File: src/rtl/iq_pkg.sv
package iq_pkg;
  // Unit class carried in the instruction's class bit.
  typedef enum logic {
    UC_ALU = 1'b0,
    UC_LSU = 1'b1
  } unit_cls_e;

  localparam int NUM_UNITS = 2;
  localparam int ALU_IDX   = 0;  // equals the class value of UC_ALU
  localparam int LSU_IDX   = 1;  // equals the class value of UC_LSU
endpackage

File: src/rtl/iq_ring.sv
module iq_ring #(
  parameter int W     = 32,
  parameter int DEPTH = 8
) (
  input  logic                         clk,
  input  logic                         rst_n,
  input  logic                         flush,
  input  logic                         wen0,
  input  logic [W-1:0]                 wdata0,
  input  logic                         wen1,
  input  logic [W-1:0]                 wdata1,
  input  logic [1:0]                   pop_n,
  output logic [W-1:0]                 head0,
  output logic [W-1:0]                 head1,
  output logic [$clog2(DEPTH+1)-1:0]   count
);
  localparam int PTR_W = $clog2(DEPTH);
  localparam int CNT_W = $clog2(DEPTH+1);

  logic [W-1:0]     mem [DEPTH];
  logic [PTR_W-1:0] rd_ptr, wr_ptr;
  logic [1:0]       push_n;
  logic [W-1:0]     first_data;

  function automatic logic [PTR_W-1:0] wrap_add(input logic [PTR_W-1:0] p,
                                                input logic [1:0] s);
    int unsigned t;
    t = int'(p) + int'(s);
    if (t >= DEPTH) t = t - DEPTH;
    return PTR_W'(t);
  endfunction

  assign push_n     = {1'b0, wen0} + {1'b0, wen1};
  assign first_data = wen0 ? wdata0 : wdata1;   // compact a lone lane 1

  always_ff @(posedge clk) begin
    if (!flush) begin
      if (wen0 || wen1) mem[wr_ptr] <= first_data;
      if (wen0 && wen1) mem[wrap_add(wr_ptr, 2'd1)] <= wdata1;
    end
  end

  always_ff @(posedge clk or negedge rst_n) begin
    if (!rst_n) begin
      rd_ptr <= '0;
      wr_ptr <= '0;
      count  <= '0;
    end else if (flush) begin
      rd_ptr <= '0;
      wr_ptr <= '0;
      count  <= '0;
    end else begin
      rd_ptr <= wrap_add(rd_ptr, pop_n);
      wr_ptr <= wrap_add(wr_ptr, push_n);
      count  <= count + CNT_W'(push_n) - CNT_W'(pop_n);
    end
  end

  assign head0 = mem[rd_ptr];
  assign head1 = mem[wrap_add(rd_ptr, 2'd1)];

  // occupancy never passes the depth
  p_no_overflow_r2: assert property (@(posedge clk) disable iff (!rst_n)
    count <= CNT_W'(DEPTH));

  // never remove more than is held
  p_pop_within_r3: assert property (@(posedge clk) disable iff (!rst_n)
    CNT_W'(pop_n) <= count);
endmodule

File: src/rtl/iq_pair_pick.sv
module iq_pair_pick #(
  parameter int W         = 32,
  parameter int CLASS_BIT = 0,
  parameter int DEST_LSB  = 7,
  parameter int REG_W     = 5
) (
  input  logic         flush,
  input  logic         have_one,
  input  logic         have_two,
  input  logic [W-1:0] head0,
  input  logic [W-1:0] head1,
  output logic         take0,
  output logic         take1,
  output logic [1:0]   pop_n
);
  logic same_cls, same_dst;

  assign same_cls = head0[CLASS_BIT] == head1[CLASS_BIT];
  assign same_dst = head0[DEST_LSB +: REG_W] == head1[DEST_LSB +: REG_W];

  // The older entry always goes first; the younger only rides along.
  assign take0 = !flush && have_one;
  assign take1 = take0 && have_two && !same_cls && !same_dst;
  assign pop_n = take1 ? 2'd2 : (take0 ? 2'd1 : 2'd0);
endmodule

File: src/rtl/iq_steer.sv
module iq_steer #(
  parameter int W         = 32,
  parameter int CLASS_BIT = 0
) (
  input  logic                               take0,
  input  logic                               take1,
  input  logic [W-1:0]                       head0,
  input  logic [W-1:0]                       head1,
  output logic [iq_pkg::NUM_UNITS-1:0]       unit_valid,
  output logic [iq_pkg::NUM_UNITS-1:0][W-1:0] unit_instr
);
  for (genvar u = 0; u < iq_pkg::NUM_UNITS; u++) begin : g_unit
    localparam logic CLS = (u == iq_pkg::LSU_IDX);
    logic sel0, sel1;
    assign sel0 = take0 && (head0[CLASS_BIT] == CLS);
    assign sel1 = take1 && (head1[CLASS_BIT] == CLS);
    assign unit_valid[u] = sel0 || sel1;
    assign unit_instr[u] = sel0 ? head0 : (sel1 ? head1 : '0);
  end
endmodule

File: src/rtl/dual_issue_dispatch.sv
module dual_issue_dispatch #(
  parameter int INSTR_W   = 32,
  parameter int DEPTH     = 8,
  parameter int CLASS_BIT = 0,
  parameter int DEST_LSB  = 7,
  parameter int REG_W     = 5
) (
  input  logic               clk,
  input  logic               rst_n,
  input  logic               flush,
  input  logic               fetch_valid0,
  input  logic [INSTR_W-1:0] fetch_instr0,
  input  logic               fetch_valid1,
  input  logic [INSTR_W-1:0] fetch_instr1,
  output logic               fetch_ready,
  output logic               alu_valid,
  output logic [INSTR_W-1:0] alu_instr,
  output logic               lsu_valid,
  output logic [INSTR_W-1:0] lsu_instr
);
  import iq_pkg::*;

  localparam int CNT_W = $clog2(DEPTH+1);

  logic [CNT_W-1:0]                     count;
  logic [INSTR_W-1:0]                   head0, head1;
  logic                                 take0, take1;
  logic [1:0]                           pop_n;
  logic [NUM_UNITS-1:0]                 unit_valid;
  logic [NUM_UNITS-1:0][INSTR_W-1:0]    unit_instr;

  // Ready needs room for a full pair; it does not look at the valids.
  assign fetch_ready = !flush && (count <= CNT_W'(DEPTH-2));

  iq_ring #(.W(INSTR_W), .DEPTH(DEPTH)) u_ring (
    .clk    (clk),
    .rst_n  (rst_n),
    .flush  (flush),
    .wen0   (fetch_ready && fetch_valid0),
    .wdata0 (fetch_instr0),
    .wen1   (fetch_ready && fetch_valid1),
    .wdata1 (fetch_instr1),
    .pop_n  (pop_n),
    .head0  (head0),
    .head1  (head1),
    .count  (count)
  );

  iq_pair_pick #(.W(INSTR_W), .CLASS_BIT(CLASS_BIT), .DEST_LSB(DEST_LSB),
                 .REG_W(REG_W)) u_pick (
    .flush    (flush),
    .have_one (count != '0),
    .have_two (count >= CNT_W'(2)),
    .head0    (head0),
    .head1    (head1),
    .take0    (take0),
    .take1    (take1),
    .pop_n    (pop_n)
  );

  iq_steer #(.W(INSTR_W), .CLASS_BIT(CLASS_BIT)) u_steer (
    .take0      (take0),
    .take1      (take1),
    .head0      (head0),
    .head1      (head1),
    .unit_valid (unit_valid),
    .unit_instr (unit_instr)
  );

  assign alu_valid = unit_valid[ALU_IDX];
  assign alu_instr = unit_instr[ALU_IDX];
  assign lsu_valid = unit_valid[LSU_IDX];
  assign lsu_instr = unit_instr[LSU_IDX];

  // each port only ever carries its own class
  p_alu_class_r4: assert property (@(posedge clk) disable iff (!rst_n)
    alu_valid |-> (alu_instr[CLASS_BIT] == UC_ALU));
  p_lsu_class_r4: assert property (@(posedge clk) disable iff (!rst_n)
    lsu_valid |-> (lsu_instr[CLASS_BIT] == UC_LSU));

  // a dual issue never has two writers of one register
  p_dest_distinct_r7: assert property (@(posedge clk) disable iff (!rst_n)
    (alu_valid && lsu_valid) |->
      (alu_instr[DEST_LSB +: REG_W] != lsu_instr[DEST_LSB +: REG_W]));

  // flush blocks issue and leaves the queue empty
  p_flush_silent_r9: assert property (@(posedge clk) disable iff (!rst_n)
    flush |-> (!alu_valid && !lsu_valid && !fetch_ready));
  p_flush_empties_r9: assert property (@(posedge clk) disable iff (!rst_n)
    flush |=> (count == '0));

  // nothing issues from an empty queue
  p_issue_needs_entry_r3: assert property (@(posedge clk) disable iff (!rst_n)
    (alu_valid || lsu_valid) |-> (count != '0));
endmodule

File: config.mk
export PLATFORM = sky130hd
export DESIGN_NAME = dual_issue_dispatch
export DESIGN_NICKNAME = d
export VERILOG_FILES = /design/src/rtl/iq_pkg.sv /design/src/rtl/iq_ring.sv /design/src/rtl/iq_pair_pick.sv /design/src/rtl/iq_steer.sv /design/src/rtl/dual_issue_dispatch.sv
export SDC_FILE = /design/constraint.sdc
export NUM_CORES = 1
export LEC_CHECK = 0
export BUFFER_PORTS_ARGS = -buffer_cell sky130_fd_sc_hd__buf_2
export CORE_ASPECT_RATIO = 2
export CORE_UTILIZATION = 58
export CTS_BUF_LIST = sky130_fd_sc_hd__clkbuf_4
export CTS_CLUSTER_DIAMETER = 80
export DETAILED_ROUTE_END_ITERATION = 12
export PLACE_DENSITY = 0.78
export SYNTH_ARGS = -nofsm -noshare
export SYNTH_HDL_FRONTEND = slang
export SYNTH_SLANG_ARGS = --single-unit
File: constraint.sdc
create_clock -name clk -period 9.5 [get_ports clk]
set_input_delay 0 -clock clk [delete_from_list [all_inputs] [get_ports clk]]
set_output_delay 0 -clock clk [all_outputs]
set_load 0.05 [all_outputs]
==> results.yml, run 1 <==
sta:
  slew_violations: 0
  setup_violations: 0
  relSlewSlack: 0.312
  period_needed_ns: 5.51
  fin_worst_skew_ns: 0.0308
  finalSetupTns_ns: 0
  worst_pin_slew_ns: 1.03
  min_period_over_period: 0.580
  timing.fmax_ghz: 0.181
  rsz0062_at_grt: "no"
  hold_viol_final: 0
route:
  ant_nets: 0
  vias: 12778
  drt-initial-drc-count: 1370
  drt_wl_total_um: 46100
  vias_per_cell: 6.69
  drc: 0
  wl_per_cell_um: 24.1
  firstDrtPassIters: 12
final_layout:
  final_common_cell: "nor2_1"
  drive_gt1_frac: 0.259
  area_growth_pct: 15.8
  fin_util: 0.681
  final_nets: 1598
  final_cell_mix: "266 x nor2_1, 258 x a21oi_1, 256 x edfxtp_1, 134 x buf_2, 128 x mux4_2"
  stdcell_count: 1911
grt:
  overflow: 0
  antenna_found_initial: 1
  grt_max_degree: 66
  grt_pass1_vias: 12798
  grt_use_total: 0.323
  grt_pass1_wl_um: 68900
worst_setup_path:
  rr_endpoint: "u_ring.count[2]$_DFF_PN0_"
  cp_num_buf_inv: 2
  slowest_stage: "ha_4"
  critPathCapture: "lsu_instr[16]"
  start_kind: "register"
  reg2reg_depth: 13
  path_max_fanout: 64
  critPathKind: "reg2out"
  crit_path_max_incr_delay_ns: 1.08
  crit_required_ns: 9.50
  cp.arrival_ns: 5.51
  critical_path_depth: 9
  rrSetupSlack_ns: 4.36
  critPathLaunch: "u_ring.rd_ptr[0]$_DFF_PN0_"
  crit_family: "compound AO/OA/AOI/OAI gates"
  path_common_cell: "o22ai_1"
  r2r_start: "u_ring.rd_ptr[0]$_DFF_PN0_"
  endpoint_kind: "output port"
  crit_chain: "ha_4, mux4_2, xor2_1, o22ai_1, o21ai_1, o311ai_4, buf_4, o22ai_1, buf_2"
logic_synthesis:
  yosysTopAreaCell: "edfxtp_1"
  ys_warn_count: 0
  syn_inst: 1343
  synth_seq_cells: 266
  synth-seq-area-share: 0.492
  ys_types: 43
  synth.area.top_cells: "edfxtp_1 48%, mux4_2 18%, a21oi_1 8.0%"
  async_flop_share: 0.0376
  syn_nets: 1428
  synth_flop_cell: "edfxtp_1"
  syn_avg_cell_area_um2: 12.0
  yosysTopAreaCellShare: 0.477
  syn_area_um2: 16100
  synth_edf_count: 256
floorplanning:
  die_area_um2: 28500
  coreArea_um2: 27400
  initial_core_util: 0.588
  io-pin-count: 136
  die_h_um: 238
  die_w_um: 120
  rows: 86
clocking:
  clkTransAtPathRegs_ns: 0.09
  numClockSinks: 266
  cts_buffers: 57
  clkLatencyLatePin_ns: 0.70
  cts_root_buf: "clkbuf_4"
  htree_levels: 2
  cts_tree: "built"
  cts.path.max_buffers: 3
placement:
  placed_cells: 1705
  io_buffer_count: 134
  hpwl_um: 26300
  routabilityCongestion: 0.825
min_path:
  hold_class: "in2reg"
pwr:
  powerDensity_nw_per_um2: 286
  p_leak_nw: 6.69
  ir_drop_v: 0.000259
outcome:
  status: "complete, no violations"
flow_run:
  max_cap_viol_count: 0
## Yosys cell counts, types with 4 or more instances
master,count
nor2_1,266
o21ai_0,6
buf_6,7
ha_1,14
buf_2,14
o31ai_1,4
mux4_2,128
edfxtp_1,256
inv_1,11
xor2_1,20
o22ai_1,64
mux2i_1,95
clkbuf_1,106
dfrtp_1,10
o22ai_2,7
nand2_1,13
xnor2_1,9
buf_1,12
nand3_1,4
nor2b_1,6
a21oi_1,258
## registers in the layout, summed over array words and instances, names as in the netlist
name and count:
u_ring.wr_ptr 3, u_ring.count 4, u_ring.mem 256, u_ring.rd_ptr 3
## metal layers
layer  part of all wire  up-vias  track usage
met1               0.32     6212        0.342
met5                  0        -            0
met2               0.54      860        0.582
met3              0.089      207       0.0554
met4              0.057        0        0.208
li1                   -     5499            -
## power breakdown
group	switching [mW]	internal [mW]
logic	1.83	1.17
registers	0.0885	1.38
clock network	0.456	0.421
## cells by family (layout without fill, tap and decap cells)
| family | count (synthesis) | after routing | synth area share |
|---|---|---|---|
| AO/OA/AOI/OAI | 348 | 348 | 0.121 |
| AND/OR/NAND/NOR | 303 | 303 | 0.0741 |
| flip-flops | 266 | 266 | 0.492 |
| multiplexers | 225 | 225 | 0.241 |
| buffers and inverters | 155 | 370 | 0.0428 |
| XOR/XNOR | 29 | 29 | 0.0158 |
| adder cells (fa/ha/maj) | 16 | 16 | 0.0133 |
| other | 1 | 2 | 0.000233 |
## worst reg2reg max path: stages, from the launching register on
cell     delay [ns]
dfrtp_4        0.72
ha_4           1.10
mux4_2         0.67
xnor2_1        0.15
mux4_2         0.46
o21ai_1        0.33
o31a_1         0.28
nor3_1         0.10
ha_1           0.29
inv_1          0.04
ha_1           0.22
fa_1           0.44
xnor2_1        0.17
nor2_1         0.05
## final cells by class
class	instances	area (µm²)
timing repair buffer	255	1830
sequential	266	7950
clock buffer	81	608
tap	352	440
clock inverter	23	116
multi-input combinational	922	7690
fill	1985	8760
inverter	11	41.3
antenna	1	2.50
## per-stage QoR
step	setup slack [ns]	hold slack (ns)	instance area [µm²]	power (mW)
2_1_floorplan	3.12	-0.296	16100	3.83
3_3_place_gp	4.40	-0.126	16900	4.36
3_5_place_dp	4.34	-0.120	16900	4.42
4_1_cts	4.03	0.219	18700	5.32
5_1_grt	3.77	0.245	18700	5.56
6_report	3.99	0.234	18700	5.34
## worst min path at each step
stage	to	start	depth (start not counted)	slack [ns]
after floorplan	u_ring.count[0]$_DFF_PN0_	rst_n	0	-0.30
after global placement	u_ring.wr_ptr[0]$_DFF_PN0_	rst_n	1	-0.13
after global routing	u_ring.count[2]$_DFF_PN0_	flush	3	0.24
after detailed placement	u_ring.wr_ptr[1]$_DFF_PN0_	rst_n	1	-0.12
after CTS	u_ring.count[3]$_DFF_PN0_	flush	3	0.22
final	u_ring.count[3]$_DFF_PN0_	flush	3	0.23
## repair_timing
| action | in CTS | in global routing |
|---|---|---|
| setup buffers | 0 | 0 |
| hold buffers | 101 | 0 |
| hold endpoints to repair | 276 | 0 |
| resized for setup | 0 | 0 |
No activity file was read; power rests on OpenSTA's default activity.
==> run 2: changes to the inputs <==
clock period = 5.17 ns   (was 9.5 ns; I/O delays follow)
==> run 2 against run 1 <==
Effect of this change:
- clock-buffer cell count decreased by 2
- clock skew increased by 0.0085 ns
- flip-flop and latch count unchanged
- core utilization increased by 0.29 points
- register-to-register slack got worse by 3.7 ns
- via count increased by 1.1%
- cell area increased by 0.42%
- worst hold slack improved by 0.0099 ns
- clock power increased by 78%
- sequential share of layout area decreased by 0.18 points
- final cell count increased by 0.21%
- total power increased by 84%
==> results.yml, run 2 (synthesis gave the netlist of run 1 again) <==
floorplanning:
  initial_core_util: 0.588
  rows: 86
  die_area_um2: 28500
  die_w_um: 120
  die_h_um: 238
  io-pin-count: 136
  coreArea_um2: 27400
worst_setup_path:
  r2r_start: "u_ring.rd_ptr[0]$_DFF_PN0_"
  start_kind: "register"
  crit_required_ns: 5.17
  path_common_cell: "mux4_2"
  critPathKind: "reg2out"
  endpoint_kind: "output port"
  crit_path_max_incr_delay_ns: 0.68
  crit_chain: "ha_4, mux4_2, xnor2_1, mux4_2, o21ai_1, o311ai_4, buf_4, o22ai_1, buf_2"
  slowest_stage: "dfrtp_4"
  critPathLaunch: "u_ring.rd_ptr[0]$_DFF_PN0_"
  path_max_fanout: 31
  cp.arrival_ns: 4.57
final_layout:
  final_common_cell: "nor2_1"
  drive_gt1_frac: 0.265
  final_nets: 1608
  largest_register: "u_ring.mem"
  fin_util: 0.684
  reg_top3: "u_ring.mem (256), u_ring.count (4)"
  final_cell_mix: "266 x nor2_1, 258 x a21oi_1, 256 x edfxtp_1, 134 x buf_2, 128 x mux4_2"
  largest_reg_flops: 256
  area_growth_pct: 16.3
clocking:
  cts_root_buf: "clkbuf_4"
  htree_levels: 2
  cts_buffers: 55
  clkLatencyLatePin_ns: 0.73
  numClockSinks: 266
  cts.path.max_buffers: 3
  clkTransAtPathRegs_ns: 0.09
  cts_tree: "built"
route:
  vias: 12921
  vias_per_cell: 6.75
  wl_per_cell_um: 24.3
  drt_wl_total_um: 46600
  firstDrtPassIters: 6
  ant_nets: 0
  drc: 0
  drt-initial-drc-count: 1325
grt:
  grt_pass1_vias: 13218
  overflow: 0
  grt.busiest_layer: "met2"
  met3_usage: 0.0413
  antenna_found_initial: 1
  globalRouteMet2Util: 0.577
  grt_use_total: 0.331
  use_met1: 0.378
  grt_pass1_wl_um: 71000
  grt_max_degree: 65
sta:
  fin_worst_skew_ns: 0.0393
  hold_viol_final: 0
  timing.fmax_ghz: 0.219
  relSlewSlack: 0.284
  rsz0062_at_grt: "no"
  min_period_over_period: 0.884
  finalSetupTns_ns: 0
  slew_violations: 0
  whs_ns: 0.244
  setup_violations: 0
  period_needed_ns: 4.57
  worst_pin_slew_ns: 1.07
  fin_ws_ns: 0.598
placement:
  hpwl_um: 27400
  io_buffer_count: 134
  dp_slack_ns: 0.699
  routabilityCongestion: 0.848
flow_run:
  max_cap_viol_count: 0
min_path:
  hold_class: "in2reg"
  min-delay-start: "fetch_instr1[20]"
pwr:
  powerDensity_nw_per_um2: 524
  p_leak_nw: 6.73
  ir_drop_v: 0.000457
outcome:
  status: "complete, no violations"
## run 2: cell types whose count changed in the layout (fill, tap and decap cells not counted)
cell	change
buf_12	+2
clkbuf_4	-2
buf_4	+11
a311oi_2	+1
clkinv_2	-2
clkinv_1	-4
dlygate4sd3_1	-1
a311oi_1	-1
## run 2: critical path: cells and delay by family (launching register included)
kind | cells | cell delay, ns
AO/OA/AOI/OAI | 3 | 0.85
XOR/XNOR | 1 | 0.16
adder cells (fa/ha/maj) | 1 | 0.51
buffers and inverters | 2 | 0.60
flip-flops | 1 | 0.68
multiplexers | 2 | 1.05
## run 2: final cells by class
class	count	area, µm²
Fill cell	1953	8680
Sequential cell	266	7950
Multi-Input combinational cell	922	7700
Timing Repair Buffer	267	1940
Clock buffer	79	593
Tap cell	352	440
Clock inverter	17	91.3
Inverter	11	41.3
Antenna cell	1	2.50
## run 2: final timing paths
kind | endpoint | slack, ns | cells after the start
setup / recovery | alu_instr[13] | 0.60 | 9
hold / removal | u_ring.mem[1][20]$_DFFE_PP_ | 0.24 | 4
setup reg to reg | u_ring.count[2]$_DFF_PN0_ | 0.71 | 13
hold reg to reg | u_ring.wr_ptr[0]$_DFF_PN0_ | 0.75 | 2
max in group asynchronous | u_ring.rd_ptr[1]$_DFF_PN0_ | 4.45 | 3
min in group asynchronous | u_ring.rd_ptr[0]$_DFF_PN0_ | 0.35 | 3
## run 2: repair_timing
action / in CTS / in global routing
setup buffers: 0 / 0
endpoints found under the hold margin: 276 / 0
setup endpoints to repair: 0 / 0
hold buffers: 100 / 0
resized for setup: 0 / 0
## run 2: per-layer routing
metal	wire length [µm]	share of wire
met5	0	0
met2	24600	0.53
met3	4160	0.089
met1	15300	0.33
met4	2640	0.057
## run 2: per-stage QoR
stage	total power [mW]	instance area (µm²)	cells
CTS	9.78	18800	1914
global placement	8.01	17100	1718
detailed placement	8.16	17100	1718
finish	9.82	18800	1915
global route	10.2	18800	1915
floorplan	7.04	16100	1343
## run 2: where the power goes
part	internal (mW)	switching [mW]
clock network	0.748	0.816
registers	2.53	0.117
logic	2.17	3.44
